<file path="src/rtl/accalu_pkg.sv">
package accalu_pkg;

  typedef enum logic [3:0] {
    OP_ADD  = 4'd0,
    OP_ADDC = 4'd1,
    OP_SUBB = 4'd2,
    OP_RL   = 4'd3,
    OP_RLC  = 4'd4,
    OP_RR   = 4'd5,
    OP_RRC  = 4'd6,
    OP_CPL  = 4'd7,
    OP_SWAP = 4'd8,
    OP_XCHD = 4'd9,
    OP_MUL  = 4'd10,
    OP_MOV  = 4'd11
  } op_e;

  typedef struct packed {
    logic cy;
    logic ac;
    logic ov;
  } flags_t;

endpackage

</file>
<file path="src/rtl/alu_addsub.sv">
module alu_addsub #(
  parameter int W = 8
) (
  input  logic [W-1:0] a_i,
  input  logic [W-1:0] b_i,
  input  logic         cin_i,
  input  logic         sub_i,
  output logic [W-1:0] res_o,
  output logic         cy_o,
  output logic         ac_o,
  output logic         ov_o
);
  localparam int H = W / 2;

  logic [W-1:0] bx;
  logic         ci;
  logic [H:0]   lo_sum;
  logic [W-1:0] hi7_sum;
  logic [W:0]   full_sum;

  // subtraction as a + ~b + ~borrow; carries are inverted back into borrows
  always_comb begin
    bx       = sub_i ? ~b_i : b_i;
    ci       = sub_i ? ~cin_i : cin_i;
    lo_sum   = {1'b0, a_i[H-1:0]} + {1'b0, bx[H-1:0]} + {{H{1'b0}}, ci};
    hi7_sum  = {1'b0, a_i[W-2:0]} + {1'b0, bx[W-2:0]} + {{(W-1){1'b0}}, ci};
    full_sum = {1'b0, a_i} + {1'b0, bx} + {{W{1'b0}}, ci};
    res_o    = full_sum[W-1:0];
    cy_o     = full_sum[W] ^ sub_i;
    ac_o     = lo_sum[H] ^ sub_i;
    ov_o     = full_sum[W] ^ hi7_sum[W-1];
  end

endmodule

</file>
<file path="src/rtl/alu_unary.sv">
module alu_unary
  import accalu_pkg::*;
#(
  parameter int W = 8
) (
  input  op_e          op_i,
  input  logic [W-1:0] a_i,
  input  logic [W-1:0] m_i,
  input  logic         cin_i,
  output logic [W-1:0] res_o,
  output logic [W-1:0] mem_o,
  output logic         cy_o
);
  localparam int H = W / 2;

  always_comb begin
    res_o = a_i;
    mem_o = m_i;
    cy_o  = cin_i;
    case (op_i)
      OP_RL:   res_o = {a_i[W-2:0], a_i[W-1]};
      OP_RLC:  begin
                 res_o = {a_i[W-2:0], cin_i};
                 cy_o  = a_i[W-1];
               end
      OP_RR:   res_o = {a_i[0], a_i[W-1:1]};
      OP_RRC:  begin
                 res_o = {cin_i, a_i[W-1:1]};
                 cy_o  = a_i[0];
               end
      OP_CPL:  res_o = ~a_i;
      OP_SWAP: res_o = {a_i[H-1:0], a_i[W-1:H]};
      OP_XCHD: begin
                 res_o = {a_i[W-1:H], m_i[H-1:0]};
                 mem_o = {m_i[W-1:H], a_i[H-1:0]};
               end
      OP_MOV:  res_o = m_i;
      default: ;
    endcase
  end

endmodule

</file>
<file path="src/rtl/alu_mul.sv">
module alu_mul #(
  parameter int W     = 8,
  parameter int STEPS = 4
) (
  input  logic           clk,
  input  logic           rst_n,
  input  logic           go_i,
  input  logic [W-1:0]   a_i,
  input  logic [W-1:0]   b_i,
  output logic           busy_o,
  output logic           fin_o,
  output logic [2*W-1:0] prod_o
);
  localparam int BPS = W / STEPS;
  localparam int CW  = $clog2(STEPS + 1);
  localparam int PW  = 2 * W;

  logic [PW-1:0] mcand_q, mcand_d;
  logic [W-1:0]  mplier_q, mplier_d;
  logic [PW-1:0] prod_q, prod_d;
  logic [CW-1:0] cnt_q, cnt_d;
  logic          busy_q, busy_d;
  logic [PW-1:0] part;
  logic [PW-1:0] sum;
  logic          last;

  // BPS multiplier bits retired per cycle
  always_comb begin
    part = '0;
    for (int i = 0; i < BPS; i++) begin
      if (mplier_q[i]) part = part + (mcand_q << i);
    end
    sum  = prod_q + part;
    last = busy_q && (cnt_q == CW'(STEPS - 1));
  end

  always_comb begin
    mcand_d  = mcand_q;
    mplier_d = mplier_q;
    prod_d   = prod_q;
    cnt_d    = cnt_q;
    busy_d   = busy_q;
    if (go_i) begin
      mcand_d  = {{W{1'b0}}, a_i};
      mplier_d = b_i;
      prod_d   = '0;
      cnt_d    = '0;
      busy_d   = 1'b1;
    end else if (busy_q) begin
      mcand_d  = mcand_q << BPS;
      mplier_d = mplier_q >> BPS;
      prod_d   = sum;
      cnt_d    = CW'(cnt_q + 1'b1);
      busy_d   = !last;
    end
  end

  always_ff @(posedge clk or negedge rst_n) begin
    if (!rst_n) begin
      mcand_q  <= '0;
      mplier_q <= '0;
      prod_q   <= '0;
      cnt_q    <= '0;
      busy_q   <= 1'b0;
    end else begin
      mcand_q  <= mcand_d;
      mplier_q <= mplier_d;
      prod_q   <= prod_d;
      cnt_q    <= cnt_d;
      busy_q   <= busy_d;
    end
  end

  assign busy_o = busy_q;
  assign fin_o  = last;
  assign prod_o = sum;

  AST_MUL_CNT_BOUND: assert property (@(posedge clk) disable iff (!rst_n)
    busy_q |-> (cnt_q < CW'(STEPS)));
  AST_MUL_GO_IDLE: assert property (@(posedge clk) disable iff (!rst_n)
    go_i |-> !busy_q);
  AST_MUL_FIN_DROPS: assert property (@(posedge clk) disable iff (!rst_n)
    fin_o |=> !busy_q);

endmodule

</file>
<file path="src/rtl/acc_alu.sv">
module acc_alu
  import accalu_pkg::*;
#(
  parameter int W         = 8,
  parameter int MUL_STEPS = 4
) (
  input  logic         clk,
  input  logic         rst_n,
  input  logic         start_i,
  input  logic [3:0]   op_i,
  input  logic [W-1:0] acc_i,
  input  logic [W-1:0] b_i,
  input  logic [W-1:0] mem_i,
  input  logic         cy_i,
  input  logic         ac_i,
  input  logic         ov_i,
  output logic         busy_o,
  output logic         done_o,
  output logic [W-1:0] acc_o,
  output logic [W-1:0] b_o,
  output logic [W-1:0] mem_o,
  output logic         cy_o,
  output logic         ac_o,
  output logic         ov_o
);
  op_e op;
  assign op = op_e'(op_i);

  logic accept, go_mul, go_one, is_arith;
  logic mul_busy, mul_fin;
  logic [2*W-1:0] prod;

  logic [W-1:0] as_res;
  logic         as_cy, as_ac, as_ov, as_cin, as_sub;
  logic [W-1:0] un_res, un_mem;
  logic         un_cy;

  logic [W-1:0] acc_q, acc_d, b_q, b_d, mem_q, mem_d;
  flags_t       fl_q, fl_d;
  logic         done_q, done_d;
  logic [W-1:0] mhold_q;
  logic         achold_q;

  assign accept   = start_i && !mul_busy;
  assign go_mul   = accept && (op == OP_MUL);
  assign go_one   = accept && (op != OP_MUL);
  assign is_arith = (op == OP_ADD) || (op == OP_ADDC) || (op == OP_SUBB);
  assign as_cin   = ((op == OP_ADDC) || (op == OP_SUBB)) ? cy_i : 1'b0;
  assign as_sub   = (op == OP_SUBB);

  alu_addsub #(.W(W)) i_addsub (
    .a_i(acc_i), .b_i(mem_i), .cin_i(as_cin), .sub_i(as_sub),
    .res_o(as_res), .cy_o(as_cy), .ac_o(as_ac), .ov_o(as_ov)
  );

  alu_unary #(.W(W)) i_unary (
    .op_i(op), .a_i(acc_i), .m_i(mem_i), .cin_i(cy_i),
    .res_o(un_res), .mem_o(un_mem), .cy_o(un_cy)
  );

  alu_mul #(.W(W), .STEPS(MUL_STEPS)) i_mul (
    .clk(clk), .rst_n(rst_n), .go_i(go_mul), .a_i(acc_i), .b_i(b_i),
    .busy_o(mul_busy), .fin_o(mul_fin), .prod_o(prod)
  );

  // next state of the result registers: single-cycle retire, multiply retire, or hold
  always_comb begin
    acc_d  = acc_q;
    b_d    = b_q;
    mem_d  = mem_q;
    fl_d   = fl_q;
    done_d = 1'b0;
    if (go_one) begin
      done_d = 1'b1;
      b_d    = b_i;
      if (is_arith) begin
        acc_d = as_res;
        mem_d = mem_i;
        fl_d  = '{cy: as_cy, ac: as_ac, ov: as_ov};
      end else begin
        acc_d = un_res;
        mem_d = un_mem;
        fl_d  = '{cy: un_cy, ac: ac_i, ov: ov_i};
      end
    end else if (mul_fin) begin
      done_d = 1'b1;
      acc_d  = prod[W-1:0];
      b_d    = prod[2*W-1:W];
      mem_d  = mhold_q;
      fl_d   = '{cy: 1'b0, ac: achold_q, ov: |prod[2*W-1:W]};
    end
  end

  always_ff @(posedge clk or negedge rst_n) begin
    if (!rst_n) begin
      acc_q    <= '0;
      b_q      <= '0;
      mem_q    <= '0;
      fl_q     <= '0;
      done_q   <= 1'b0;
      mhold_q  <= '0;
      achold_q <= 1'b0;
    end else begin
      acc_q  <= acc_d;
      b_q    <= b_d;
      mem_q  <= mem_d;
      fl_q   <= fl_d;
      done_q <= done_d;
      if (go_mul) begin
        mhold_q  <= mem_i;
        achold_q <= ac_i;
      end
    end
  end

  assign busy_o = mul_busy;
  assign done_o = done_q;
  assign acc_o  = acc_q;
  assign b_o    = b_q;
  assign mem_o  = mem_q;
  assign cy_o   = fl_q.cy;
  assign ac_o   = fl_q.ac;
  assign ov_o   = fl_q.ov;

  AST_ADD_OV_SIGNS: assert property (@(posedge clk) disable iff (!rst_n)
    (go_one && is_arith && !as_sub && as_ov) |-> (acc_i[W-1] == mem_i[W-1]));
  AST_SUB_OV_SIGNS: assert property (@(posedge clk) disable iff (!rst_n)
    (go_one && as_sub && as_ov) |-> (acc_i[W-1] != mem_i[W-1]));
  AST_ONE_CYCLE_DONE: assert property (@(posedge clk) disable iff (!rst_n)
    (start_i && !busy_o && (op_i != 4'(OP_MUL))) |=> (done_o && !busy_o));
  AST_MUL_NO_EARLY: assert property (@(posedge clk) disable iff (!rst_n)
    (start_i && !busy_o && (op_i == 4'(OP_MUL))) |=> (busy_o && !done_o));
  AST_BUSY_NO_DONE: assert property (@(posedge clk) disable iff (!rst_n)
    busy_o |-> !done_o);
  AST_MUL_CY_CLEAR: assert property (@(posedge clk) disable iff (!rst_n)
    (done_o && $past(busy_o)) |-> !cy_o);
  AST_HOLD_IDLE: assert property (@(posedge clk) disable iff (!rst_n)
    !done_o |-> $stable({acc_o, b_o, mem_o, cy_o, ac_o, ov_o}));

endmodule

</file>
<file path="config.mk">
export PLATFORM = sky130hd
export DESIGN_NAME = acc_alu
export DESIGN_NICKNAME = d
export VERILOG_FILES = /design/src/rtl/accalu_pkg.sv /design/src/rtl/alu_addsub.sv /design/src/rtl/alu_unary.sv /design/src/rtl/alu_mul.sv /design/src/rtl/acc_alu.sv
export SDC_FILE = /design/constraint.sdc
export NUM_CORES = 1
export LEC_CHECK = 0
export BUFFER_PORTS_ARGS = -buffer_cell sky130_fd_sc_hd__buf_2
export CELL_PAD_IN_SITES_DETAIL_PLACEMENT = 1
export CELL_PAD_IN_SITES_GLOBAL_PLACEMENT = 1
export CORE_MARGIN = 4
export CORE_UTILIZATION = 40
export DETAILED_ROUTE_END_ITERATION = 16
export HOLD_SLACK_MARGIN = 0.08
export PLACE_DENSITY_LB_ADDON = 0.15
export RECOVER_POWER = 100
export REMOVE_ABC_BUFFERS = 1
export SLEW_MARGIN = 20
export SYNTH_ARGS = -nofsm -noshare
export SYNTH_HDL_FRONTEND = slang
export SYNTH_SLANG_ARGS = --single-unit
</file>
<file path="constraint.sdc">
create_clock -name clk -period 4.21 [get_ports clk]
set_input_delay 0.421 -clock clk [delete_from_list [all_inputs] [get_ports clk]]
set_output_delay 0.421 -clock clk [all_outputs]
set_load 0.05 [all_outputs]
</file>
==> flow_metrics.tcl <==
set metrics [dict create \
    result_of_the_run "complete, but fails checks" \
    violations "max-capacitance violations, max-slew violations" \
    whs_ns 0.301 \
    max_slew.worst_pin.slew_ns 2.72 \
    hold_depth 3 \
    chipHeight_um 133 \
    critical_path.startpoint_type "register" \
    hold_start "b_i[6]" \
    cp.required_ns 4.41 \
    placeableCoreArea_mm2 0.0152 \
    netlist-cell-type-count 69 \
    min_delay_worst_endpoint "i_mul.mplier_q[6]" \
    hp-class "in -> reg" \
    via_count_of_the_first_global_routing_pass 6499 \
    die_area_mm2 0.0176 \
    dieWidth_um 133 \
    cp.arrival_ns 4.32 \
    routed_wire_length_per_instance_um 20.6 \
    final_core_utilization_pct 47.8 \
    maxcap_viol_count 2 \
    synth-warning-count 0 \
    ff2ff_path_depth 20 \
    power-per-cell-area_mw_per_mm2 606 \
    grt_remaining_overflow 0 \
    antenna_cells_inserted 0 \
    finalWorstPathRequiredPeriod_ns 4.12 \
    initial_core_util_pct 41.0 \
    cts.htree.levels 3 \
    report.final.setup_viol 0 \
    criticalPathCategory "reg -> reg" \
    grt_start_max_net_pins 55 \
    port_buffers 62 \
    cts.root.buffer_cell "sky130_fd_sc_hd__clkbuf_16" \
    max_slew_margin_pct -81.1 \
    drt_pre_antenna_iters 5 \
    grt_antenna_before_repair 0 \
    cts_buffer_depth 2 \
    syn2layout_area_growth_pct 16.7 \
    unrepaired_setup_endpoints_after_global_routing "yes" \
    grtUsageTotal_pct 24.5 \
    num_vias 6134 \
    cts_buffers 9 \
    synth_flop_cell "sky130_fd_sc_hd__dfrtp_1" \
    synth_seq_area_share_pct 32.5 \
    leakage_dissipation_nw 3.25 \
    clk_pin_slew_ns 0.07 \
    postRouteWirelength_um 21400 \
    routabilityCongestion 0.947 \
    postCtsHoldBufs 0 \
    worst_r2r_startpoint "i_mul.mplier_q[0]" \
    finalHoldViolCount 0 \
    cp-end-kind "register" \
    achievable-frequency_mhz 243 \
    drive_gt1_share_pct 15.2 \
    boundaryPins 63 \
    total_standard_cell_area_after_synthesis_mm2 0.00623 \
    grt_first_pass_wirelength_um 35000 \
    drt-initial-drc-count 336 \
    worst_skew_pair.late_latency_ns 0.35 \
    ys_ff_latch 81 \
    stdcell_area_mm2 0.00727 \
    crit_path_max_fanout 5 \
    clock_sink_count 81 \
    avgViaCountPerCell 5.91 \
    total_power_mw 4.40 \
    ir_drop_v 0.000427 \
    worst_clock_skew_ns 0.00847 \
    layout_worst_path_cycle_share_pct 97.8 \
    finalSetupTns_ns 0 \
    placedInstanceArea_mm2 0.00679 \
    asyncSetResetFlopFracSynth_pct 100 \
    synth-edff-count 0 \
    rows 45 \
    worst-r2r-setup-slack_ns 0.09 \
    reg2reg_to "i_mul.prod_q[14]" \
    drt_antenna_net_count 0 \
    post_synthesis_average_cell_area_um2 7.93 \
    cts_tree "done" \
    finish.net_count 917 \
    drc_errors 0 \
    hpwl_um 15300 \
    synth_cells 785 \
    finalMaxSlewViolations 66 \
]
## state kept, by name, summed over array words and instances (netlist names), 3 cells and up
signal          cells
mem_o               8
b_o                 8
i_mul.mcand_q      16
i_mul.prod_q       16
i_mul.mplier_q      8
acc_o               8
mhold_q             8
i_mul.cnt_q         3
## where the power goes
part	switching, mW	total (mW)	leakage [nW]	internal, mW
sequential	0.291	1.38	1.04	1.08
clock	0.348	0.767	0.136	0.419
combinational	1.57	2.26	2.08	0.696
total	2.20	4.40	3.25	2.20
## synth_stat cells (all sizes together) (9+ instances only)
cell type  count  area share (%)
a22oi         25             3.0
clkbuf        42             2.5
nand3         12            0.96
mux2i          9             1.4
dfrtp         81              33
inv           22             1.3
nand2        181              11
ha            34             6.8
o21ai         62             5.0
nand2b        11             1.1
and2          10             1.0
a21o           9             1.1
o22ai         14             1.4
nor3           9            0.80
xnor2         22             3.1
buf            9            0.76
xor2          22             3.1
nor2          44             2.7
a21oi         46             3.8
## worst max path at each step
| stage | end | cells after the start | start |
|---|---|---|---|
| 3_5_place_dp | i_mul.prod_q[14] | 19 | i_mul.mplier_q[0] |
| 5_1_grt | i_mul.prod_q[14] | 20 | i_mul.mplier_q[0] |
| 4_1_cts | i_mul.prod_q[14] | 20 | i_mul.mplier_q[0] |
| 3_3_place_gp | i_mul.prod_q[14] | 19 | i_mul.mplier_q[0] |
| 6_report | i_mul.prod_q[14] | 20 | i_mul.mplier_q[0] |
| 2_1_floorplan | i_mul.prod_q[15] | 20 | i_mul.mplier_q[0] |
## layer usage
metal	vias up	global-route usage (%)	share of wire, %
li1	2902	-	-
met3	32	3.73	3.8
met5	-	0	0
met1	3071	31.7	45
met4	0	8.08	2.1
met2	129	41.8	50
## timing repair
item / 4_1_cts / 5_1_grt
pin swaps: 3 / 22
setup endpoints to repair: 5 / 9
buffers inserted: 1 / 9
resized for setup: 7 / 36
## cell families (layout without fill, tap and decap cells)
family | after synthesis | after routing | synth area share [%]
XOR/XNOR | 44 | 44 | 6.19
buffers and inverters | 74 | 139 | 4.68
AO/OA/AOI/OAI | 227 | 227 | 24.0
AND/OR/NAND/NOR | 305 | 305 | 21.7
adder cells (fa/ha/maj) | 38 | 38 | 8.12
flip-flops | 81 | 81 | 32.5
multiplexers | 16 | 16 | 2.71
## layout by cell type, fill, tap and decap left out, drive strengths merged, types with 5 or more instances in the layout
cell,n
o211ai,8
xor2,22
a21o,9
xnor2,22
nand3,12
clkbuf,46
ha,34
or2,5
o22ai,14
o21ai,62
dfrtp,81
nor3,9
inv,23
a21oi,46
nand2,181
and3,6
o21a,6
nor2b,7
mux2,7
a211oi,6
nor2,44
buf,65
nand2b,11
a22oi,25
a31oi,8
mux2i,9
and2,10
## metrics by stage
stage	setup slack, ns	instances
2_1_floorplan	-0.144	734
3_3_place_gp	0.128	1012
3_5_place_dp	-0.252	1012
4_1_cts	-0.0103	1029
5_1_grt	-0.177	1038
6_report	0.0936	1038
## critical path, stage by stage (launching register included)
cell,delay (ns)
sky130_fd_sc_hd__dfrtp_1,0.43
sky130_fd_sc_hd__nand2_2,0.09
sky130_fd_sc_hd__inv_2,0.08
sky130_fd_sc_hd__ha_4,0.13
sky130_fd_sc_hd__inv_2,0.04
sky130_fd_sc_hd__fa_2,0.41
sky130_fd_sc_hd__nand3b_1,0.22
sky130_fd_sc_hd__o311ai_4,0.13
sky130_fd_sc_hd__buf_4,0.18
sky130_fd_sc_hd__xor2_1,0.13
sky130_fd_sc_hd__nand2_1,0.08
sky130_fd_sc_hd__xor2_1,0.15
sky130_fd_sc_hd__ha_2,0.22
sky130_fd_sc_hd__or3_1,0.39
sky130_fd_sc_hd__or2_1,0.28
sky130_fd_sc_hd__o2111ai_2,0.21
sky130_fd_sc_hd__a21oi_2,0.10
sky130_fd_sc_hd__a21o_1,0.18
sky130_fd_sc_hd__a21oi_2,0.16
sky130_fd_sc_hd__xor2_2,0.25
sky130_fd_sc_hd__o22ai_1,0.11
## layout make-up
class / instances / area (um2)
fill: 1866 / 7930
multi-input combinational: 630 / 4100
sequential: 81 / 2030
timing repair buffer: 100 / 539
clock buffer: 11 / 243
tap: 188 / 235
inverter: 23 / 86.3
clock inverter: 5 / 38.8
No activity file was read; power rests on OpenSTA's default activity.
